<file path="config.mk">
export PLATFORM = sky130hd
export DESIGN_NAME = avs_loop_ctrl
export DESIGN_NICKNAME = d
export VERILOG_FILES = /design/src/rtl/avs_pkg.sv /design/src/rtl/avs_osc_counter.sv /design/src/rtl/avs_min_select.sv /design/src/rtl/avs_step_ctrl.sv /design/src/rtl/avs_loop_ctrl.sv
export SDC_FILE = /design/constraint.sdc
export NUM_CORES = 1
export LEC_CHECK = 0
export ABC_AREA = 1
export ABC_CLOCK_PERIOD_IN_PS = 21000
export BUFFER_PORTS_ARGS = -buffer_cell sky130_fd_sc_hd__buf_2
export CORE_ASPECT_RATIO = 1.75
export CORE_MARGIN = 4
export CORE_UTILIZATION = 65
export CTS_BUF_LIST = sky130_fd_sc_hd__clkbuf_8 sky130_fd_sc_hd__clkbuf_16
export CTS_CLUSTER_SIZE = 24
export DETAILED_ROUTE_END_ITERATION = 10
export PLACE_DENSITY = 0.87
export SLEW_MARGIN = 20
export SYNTH_ARGS = -nofsm -noshare
export SYNTH_HDL_FRONTEND = slang
export SYNTH_SLANG_ARGS = --single-unit
</file>
<file path="constraint.sdc">
create_clock -name clk -period 21 [get_ports clk]
set_clock_uncertainty 0.1 [all_clocks]
set_input_delay 2.1 -clock clk [delete_from_list [all_inputs] [get_ports clk]]
set_output_delay 2.1 -clock clk [all_outputs]
set_load 0.02 [all_outputs]
</file>
<file path="src/rtl/avs_pkg.sv">
package avs_pkg;
  typedef enum logic [1:0] {
    ST_EVAL = 2'd0,
    ST_WAIT = 2'd1,
    ST_HOLD = 2'd2
  } avs_state_e;
endpackage

</file>
<file path="src/rtl/avs_osc_counter.sv">
module avs_osc_counter #(
  parameter int CNT_W = 12
) (
  input  logic             clk,
  input  logic             rst_n,
  input  logic             osc_in,
  input  logic             win_end,
  output logic [CNT_W-1:0] cnt_total
);
  logic             sync1, sync2, sync3;
  logic             rise;
  logic [CNT_W-1:0] cnt;

  assign rise = sync2 & ~sync3;

  // saturating total including the edge seen this cycle
  always_comb begin
    if (rise && (cnt != {CNT_W{1'b1}})) cnt_total = cnt + 1'b1;
    else                                cnt_total = cnt;
  end

  always_ff @(posedge clk or negedge rst_n) begin
    if (!rst_n) begin
      sync1 <= 1'b0;
      sync2 <= 1'b0;
      sync3 <= 1'b0;
      cnt   <= '0;
    end else begin
      sync1 <= osc_in;
      sync2 <= sync1;
      sync3 <= sync2;
      cnt   <= win_end ? '0 : cnt_total;
    end
  end
endmodule

</file>
<file path="src/rtl/avs_min_select.sv">
module avs_min_select #(
  parameter int NUM_MON = 5,
  parameter int CNT_W   = 12
) (
  input  logic                            clk,
  input  logic                            rst_n,
  input  logic                            in_vld,
  input  logic [NUM_MON-1:0][CNT_W-1:0]   in_cnt,
  output logic                            out_vld,
  output logic [CNT_W-1:0]                out_min
);
  logic [CNT_W-1:0] min_c;

  always_comb begin
    min_c = in_cnt[0];
    for (int i = 1; i < NUM_MON; i++) begin
      if (in_cnt[i] < min_c) min_c = in_cnt[i];
    end
  end

  always_ff @(posedge clk or negedge rst_n) begin
    if (!rst_n) begin
      out_vld <= 1'b0;
      out_min <= '0;
    end else begin
      out_vld <= in_vld;
      if (in_vld) out_min <= min_c;
    end
  end

  for (genvar g = 0; g < NUM_MON; g++) begin : g_chk
    // the reported minimum never exceeds any monitor's count
    p_min_bound_r2: assert property (@(posedge clk) disable iff (!rst_n)
      in_vld |=> (out_vld && (out_min <= $past(in_cnt[g]))));
  end
endmodule

</file>
<file path="src/rtl/avs_step_ctrl.sv">
module avs_step_ctrl
  import avs_pkg::*;
#(
  parameter int          CNT_W    = 12,
  parameter int          CODE_W   = 6,
  parameter int          HOLD_W   = 4,
  parameter int unsigned CODE_RST = 10
) (
  input  logic              clk,
  input  logic              rst_n,
  input  logic              meas_vld,
  input  logic [CNT_W-1:0]  meas_min,
  input  logic [CNT_W-1:0]  cfg_thr_lo,
  input  logic [CNT_W-1:0]  cfg_thr_hi,
  input  logic [CODE_W-1:0] cfg_code_min,
  input  logic [CODE_W-1:0] cfg_code_max,
  input  logic [HOLD_W-1:0] cfg_holdoff,
  input  logic              req_ready,
  output logic              req_valid,
  output logic [CODE_W-1:0] req_code,
  output logic [CODE_W-1:0] vcode,
  output logic              rail_alarm
);
  avs_state_e        state;
  logic [HOLD_W-1:0] hold_left;
  logic              too_slow, too_fast;

  assign too_slow  = meas_min < cfg_thr_lo;
  assign too_fast  = meas_min > cfg_thr_hi;
  assign req_valid = (state == ST_WAIT);

  always_ff @(posedge clk or negedge rst_n) begin
    if (!rst_n) begin
      state      <= ST_EVAL;
      vcode      <= CODE_W'(CODE_RST);
      req_code   <= CODE_W'(CODE_RST);
      hold_left  <= '0;
      rail_alarm <= 1'b0;
    end else begin
      unique case (state)
        ST_EVAL: if (meas_vld) begin
          if (too_slow) begin
            rail_alarm <= (vcode >= cfg_code_max);
            if (vcode < cfg_code_max) begin
              req_code <= vcode + 1'b1;
              state    <= ST_WAIT;
            end
          end else begin
            rail_alarm <= 1'b0;
            if (too_fast && (vcode > cfg_code_min)) begin
              req_code <= vcode - 1'b1;
              state    <= ST_WAIT;
            end
          end
        end
        ST_WAIT: if (req_ready) begin
          vcode     <= req_code;
          hold_left <= cfg_holdoff;
          state     <= (cfg_holdoff == '0) ? ST_EVAL : ST_HOLD;
        end
        ST_HOLD: if (meas_vld) begin
          if (hold_left <= 1) state <= ST_EVAL;
          else                hold_left <= hold_left - 1'b1;
        end
        default: state <= ST_EVAL;
      endcase
    end
  end

  // a stalled request keeps its code
  p_req_hold_r6: assert property (@(posedge clk) disable iff (!rst_n)
    (req_valid && !req_ready) |=> (req_valid && $stable(req_code)));
  // handshake moves the code in force
  p_code_take_r6: assert property (@(posedge clk) disable iff (!rst_n)
    (req_valid && req_ready) |=> (!req_valid && (vcode == $past(req_code))));
  // one step only
  p_single_step_r10: assert property (@(posedge clk) disable iff (!rst_n)
    req_valid |-> ((req_code == vcode + 1'b1) || (req_code == vcode - 1'b1)));
  // requests stay inside the limits
  p_clamp_r8: assert property (@(posedge clk) disable iff (!rst_n)
    req_valid |-> ((req_code >= cfg_code_min) && (req_code <= cfg_code_max)));
  // the alarm only stands at the top code
  p_alarm_top_r9: assert property (@(posedge clk) disable iff (!rst_n)
    rail_alarm |-> (vcode >= cfg_code_max));
  // no code change without a handshake
  p_code_quiet_r7: assert property (@(posedge clk) disable iff (!rst_n)
    !(req_valid && req_ready) |=> $stable(vcode));
endmodule

</file>
<file path="src/rtl/avs_loop_ctrl.sv">
module avs_loop_ctrl #(
  parameter int          NUM_MON  = 5,
  parameter int          CNT_W    = 12,
  parameter int          WIN_W    = 16,
  parameter int          CODE_W   = 6,
  parameter int          HOLD_W   = 4,
  parameter int unsigned CODE_RST = 10
) (
  input  logic               clk,
  input  logic               rst_n,
  input  logic [NUM_MON-1:0] mon_osc,
  input  logic [WIN_W-1:0]   cfg_win_len,
  input  logic [CNT_W-1:0]   cfg_thr_lo,
  input  logic [CNT_W-1:0]   cfg_thr_hi,
  input  logic [CODE_W-1:0]  cfg_code_min,
  input  logic [CODE_W-1:0]  cfg_code_max,
  input  logic [HOLD_W-1:0]  cfg_holdoff,
  output logic               req_valid,
  input  logic               req_ready,
  output logic [CODE_W-1:0]  req_code,
  output logic [CODE_W-1:0]  vcode,
  output logic               rail_alarm,
  output logic               win_min_valid,
  output logic [CNT_W-1:0]   win_min
);
  localparam int TW = WIN_W + 1;

  logic [WIN_W-1:0]               win_cnt;
  logic                           win_end;
  logic [NUM_MON-1:0][CNT_W-1:0]  totals;

  assign win_end = ((TW'(win_cnt) + TW'(1)) >= TW'(cfg_win_len));

  always_ff @(posedge clk or negedge rst_n) begin
    if (!rst_n) win_cnt <= '0;
    else        win_cnt <= win_end ? '0 : win_cnt + 1'b1;
  end

  for (genvar g = 0; g < NUM_MON; g++) begin : g_mon
    avs_osc_counter #(.CNT_W(CNT_W)) u_cnt (
      .clk      (clk),
      .rst_n    (rst_n),
      .osc_in   (mon_osc[g]),
      .win_end  (win_end),
      .cnt_total(totals[g])
    );
  end

  avs_min_select #(.NUM_MON(NUM_MON), .CNT_W(CNT_W)) u_min (
    .clk    (clk),
    .rst_n  (rst_n),
    .in_vld (win_end),
    .in_cnt (totals),
    .out_vld(win_min_valid),
    .out_min(win_min)
  );

  avs_step_ctrl #(
    .CNT_W(CNT_W), .CODE_W(CODE_W), .HOLD_W(HOLD_W), .CODE_RST(CODE_RST)
  ) u_step (
    .clk         (clk),
    .rst_n       (rst_n),
    .meas_vld    (win_min_valid),
    .meas_min    (win_min),
    .cfg_thr_lo  (cfg_thr_lo),
    .cfg_thr_hi  (cfg_thr_hi),
    .cfg_code_min(cfg_code_min),
    .cfg_code_max(cfg_code_max),
    .cfg_holdoff (cfg_holdoff),
    .req_ready   (req_ready),
    .req_valid   (req_valid),
    .req_code    (req_code),
    .vcode       (vcode),
    .rail_alarm  (rail_alarm)
  );

  // results never arrive on back-to-back cycles for windows longer than one
  p_strobe_gap_r2: assert property (@(posedge clk) disable iff (!rst_n)
    (win_min_valid && (cfg_win_len > 1)) |=> !win_min_valid);
endmodule

</file>
==> metrics.md <==
| Metric | Value |
|---|---|
| Flop2flop setup slack | 12.15 ns |
| Largest net degree at the start of global routing | 91 |
| Post_cts resized | 0 |
| Hold Fails Final Rpt | 0 |
| Primary FF master, synth | dfrtp_1 |
| CP Max Fanout | 23 |
| Cts bufs inserted | 17 |
| Leakage | 5.66 nW |
| Share of cells above drive strength 1 | roughly 12% |
| Max clock buf depth | 2 |
| Post CTS Setup Buffer Count | 0 |
| Core area | roughly 13000 um2 |
| Slew Limit Fails | 0 |
| Unique masters post-synth | 48 |
| Root buf cell | clkbuf_16 |
| RR Startpoint | g_mon[0].u_cnt.cnt[0] |
| Tot Pwr | 1.54 mW |
| Grt ovf | 0 |
| Total power density per cell area | 154 nW/um2 |
| Combinational power share | between 60% and 70% |
| TritonCTS clock tree | built |
| Max VDD drop | between 0.1 and 0.15 mV |
| Post-Syn Nets | 1335 |
| All-Layer GR Usage | 27.4% |
| Period utilization | 42.1% |
| PortBufs | 90 |
| RSZ-0062 raised after global routing | false |
| Async SR Flop Fraction | 100% |
| Worst-case hold path end point | g_mon[1].u_cnt.sync2 |
| Drt pass-1 iters | 5 |
| Fillcell total | 998 |
| Most frequent cells in the layout | inv_1 (218), nand2_1 (217), nor2_1 (137) |
| MaxCap Viol Count | 0 |
| Initial antenna violation count | 0 |
| CTS HTree Levels | 4 |
| Vias in the first global route | 7945 |
| Sequential group share of total power | between 20% and 30% |
| Clock transition at path regs | around 0.05 ns |
| DRT Wirelength | 20000 um |
| Die H | 162 um |
| Setup crit end kind | flop |
| Nets@finish | 1426 |
| FP Rows | 56 |
| Reg2reg end | u_min.out_min[5] |
| Sw Ratio | 49.8% |
| Setup crit start kind | flop |
| DRT iter0 DRCs | 431 |
| Internal power | 773 uW |
| Syn_area_per_cell | 7.56 um2 |
| Measured slew at the worst slew-check pin | between 0.9 and 1 ns |
| Routed vias | 7825 |
| Number of synthesized flops with an enable pin | 0 |
| Post-synthesis sequential area ratio | 35.0% |
| FMAX | 113 MHz |
| # IOs | 91 |
| Hold Crit Start | g_mon[1].u_cnt.sync1 |
| Max_slew headroom | 36.2% |
| Register bit total from synthesis | 123 |
| Status | complete, no violations |
| Cells after synthesis | 1165 |
| Worst-Skew Late Latency | 0.41 ns |
| Routed len/inst | 13.9 um |
| Required time at the worst-slack endpoint | 21.24 ns |
| Starting Density | 65.8% |
| Hpwl dp | 15100 um |
| WP data arrival | 9.09 ns |
| Mapped Area | 8810 um2 |
| Vias per cell | 5.43 |
| First-pass GRT wire length | 34000 um |
| Clock share of power | 18.6% |
| DRC viols | 0 |
| CP max-delay cell | o21ai_0 |
| Post-route setup TNS | 0 ns |
| N_diodes | 0 |
| Sw Pwr | 768 uW |
| CTS sink count | 123 |
| Routed Antenna Nets | 0 |
| Area Overhead vs Synth | 13.5% |
| Tmin final | between 8 and 9 ns |
| Worst Setup Path Type | reg2reg |
| # hold bufs at CTS | 0 |
| Final setup fails | 0 |
| Die area | 15600 um2 |
| R2R cell count | 40 |
| Hold Path Class | reg2reg |
| Slowest Stage Delay on Critical Path | 0.58 ns |
| Yosys warnings | 0 |
| Commonest non-fill, non-tap cell in the layout | inv_1 |
| WHS Path Cells | 0 |
| Die width | 96.0 um |
| GPL Wtd Cong | roughly 0.92 |
-- sequential cells by signal (all words and copies together), names as in the netlist, 4 cells and up --
register,flops
u_step.hold_left,4
g_mon.u_cnt.sync3,5
u_step.vcode,6
u_min.out_min,12
win_cnt,16
g_mon.u_cnt.sync2,5
g_mon.u_cnt.cnt,60
u_step.req_code,6
g_mon.u_cnt.sync1,5
-- kinds of logic (layout without fill, tap and decap cells) --
kind of cell / after synthesis / after routing / share of synthesized area, %
compound gates: 132 / 132 / 8.41
flops: 123 / 123 / 35.0
buf+inv: 237 / 340 / 10.3
fa+ha+maj: 106 / 106 / 15.1
xor+xnor: 59 / 59 / 5.86
mux: 6 / 6 / 0.752
simple gates: 502 / 502 / 24.6
-- power groups by stage --
stage	clock network, mW	registers (mW)	logic (mW)
2_1_floorplan	0	0.309	0.753
3_3_place_gp	0	0.309	0.882
3_5_place_dp	0	0.312	0.913
4_1_cts	0.289	0.309	0.931
5_1_grt	0.299	0.314	1.10
6_report	0.286	0.309	0.945
-- worst max-delay path by stage --
stage                     depth (start not counted)                 to  slack [ns]                   from
after global placement                           42   u_min.out_min[6]       12.96  g_mon[0].u_cnt.cnt[0]
after global routing                             40   u_min.out_min[3]       11.35  g_mon[0].u_cnt.cnt[0]
after floorplan                                  48   u_min.out_min[0]       13.59  g_mon[0].u_cnt.cnt[0]
final                                            40   u_min.out_min[5]       12.15  g_mon[0].u_cnt.cnt[0]
after detailed placement                         42  u_min.out_min[10]       12.58  g_mon[0].u_cnt.cnt[0]
after CTS                                        42   u_min.out_min[5]       12.40  g_mon[0].u_cnt.cnt[0]
-- layout make-up --
class,instances,area [um2],share of cell area [%]
Sequential cell,123,3080,30.8
Tap cell,174,218,2.18
Multi-Input combinational cell,805,4840,48.4
Clock inverter,12,126,1.26
Inverter,217,815,8.14
Timing Repair Buffer,92,472,4.72
Clock buffer,19,453,4.53
-- routing by layer --
metal | routed length, um | GRT usage (%)
met1 | 7280 | 27.7
met2 | 10700 | 50.3
met4 | 1160 | 17.2
met3 | 822 | 4.36
met5 | 0 | 0
-- critical path, delay by kind of cell, from the launching register on --
family | cells | cell delay [ns]
AOI/OAI and AO/OA | 13 | 3.45
buffers and inverters | 1 | 0.07
adders and majority gates | 5 | 1.50
DFF | 1 | 0.39
and+or+nand+nor | 20 | 2.98
xor gates and xnor gates | 1 | 0.28
-- cells in the mapped netlist, types with 4 or more instances --
master	number	area share, %
xor2_1	46	4.6
nand4_1	21	1.5
clkbuf_1	13	0.55
dfrtp_1	119	34
mux2_2	5	0.64
xnor2_1	13	1.3
a211oi_1	7	0.60
nor2_1	137	5.8
a21oi_1	41	2.3
nand3_1	64	3.6
ha_1	105	15
inv_1	216	9.2
nand2_2	10	0.71
dfstp_2	4	1.2
nand2_1	217	9.2
nor4_1	8	0.57
o21ai_0	62	3.5
nor3_1	29	1.6
-- stage by stage --
step | setup WS [ns] | cells | instance area (um2) | util, % | hold slack, ns
finish | 12.15 | 1442 | 10000 | 74.7 | 0.246
global route | 11.35 | 1442 | 10000 | 74.7 | 0.256
detailed placement | 12.58 | 1411 | 9420 | 70.4 | 0.235
CTS | 12.40 | 1442 | 10000 | 74.7 | 0.247
global placement | 12.96 | 1411 | 9420 | 70.4 | 0.233
floorplan | 13.59 | 1165 | 8810 | - | 0.231
Power figures use the tool's default switching activity.
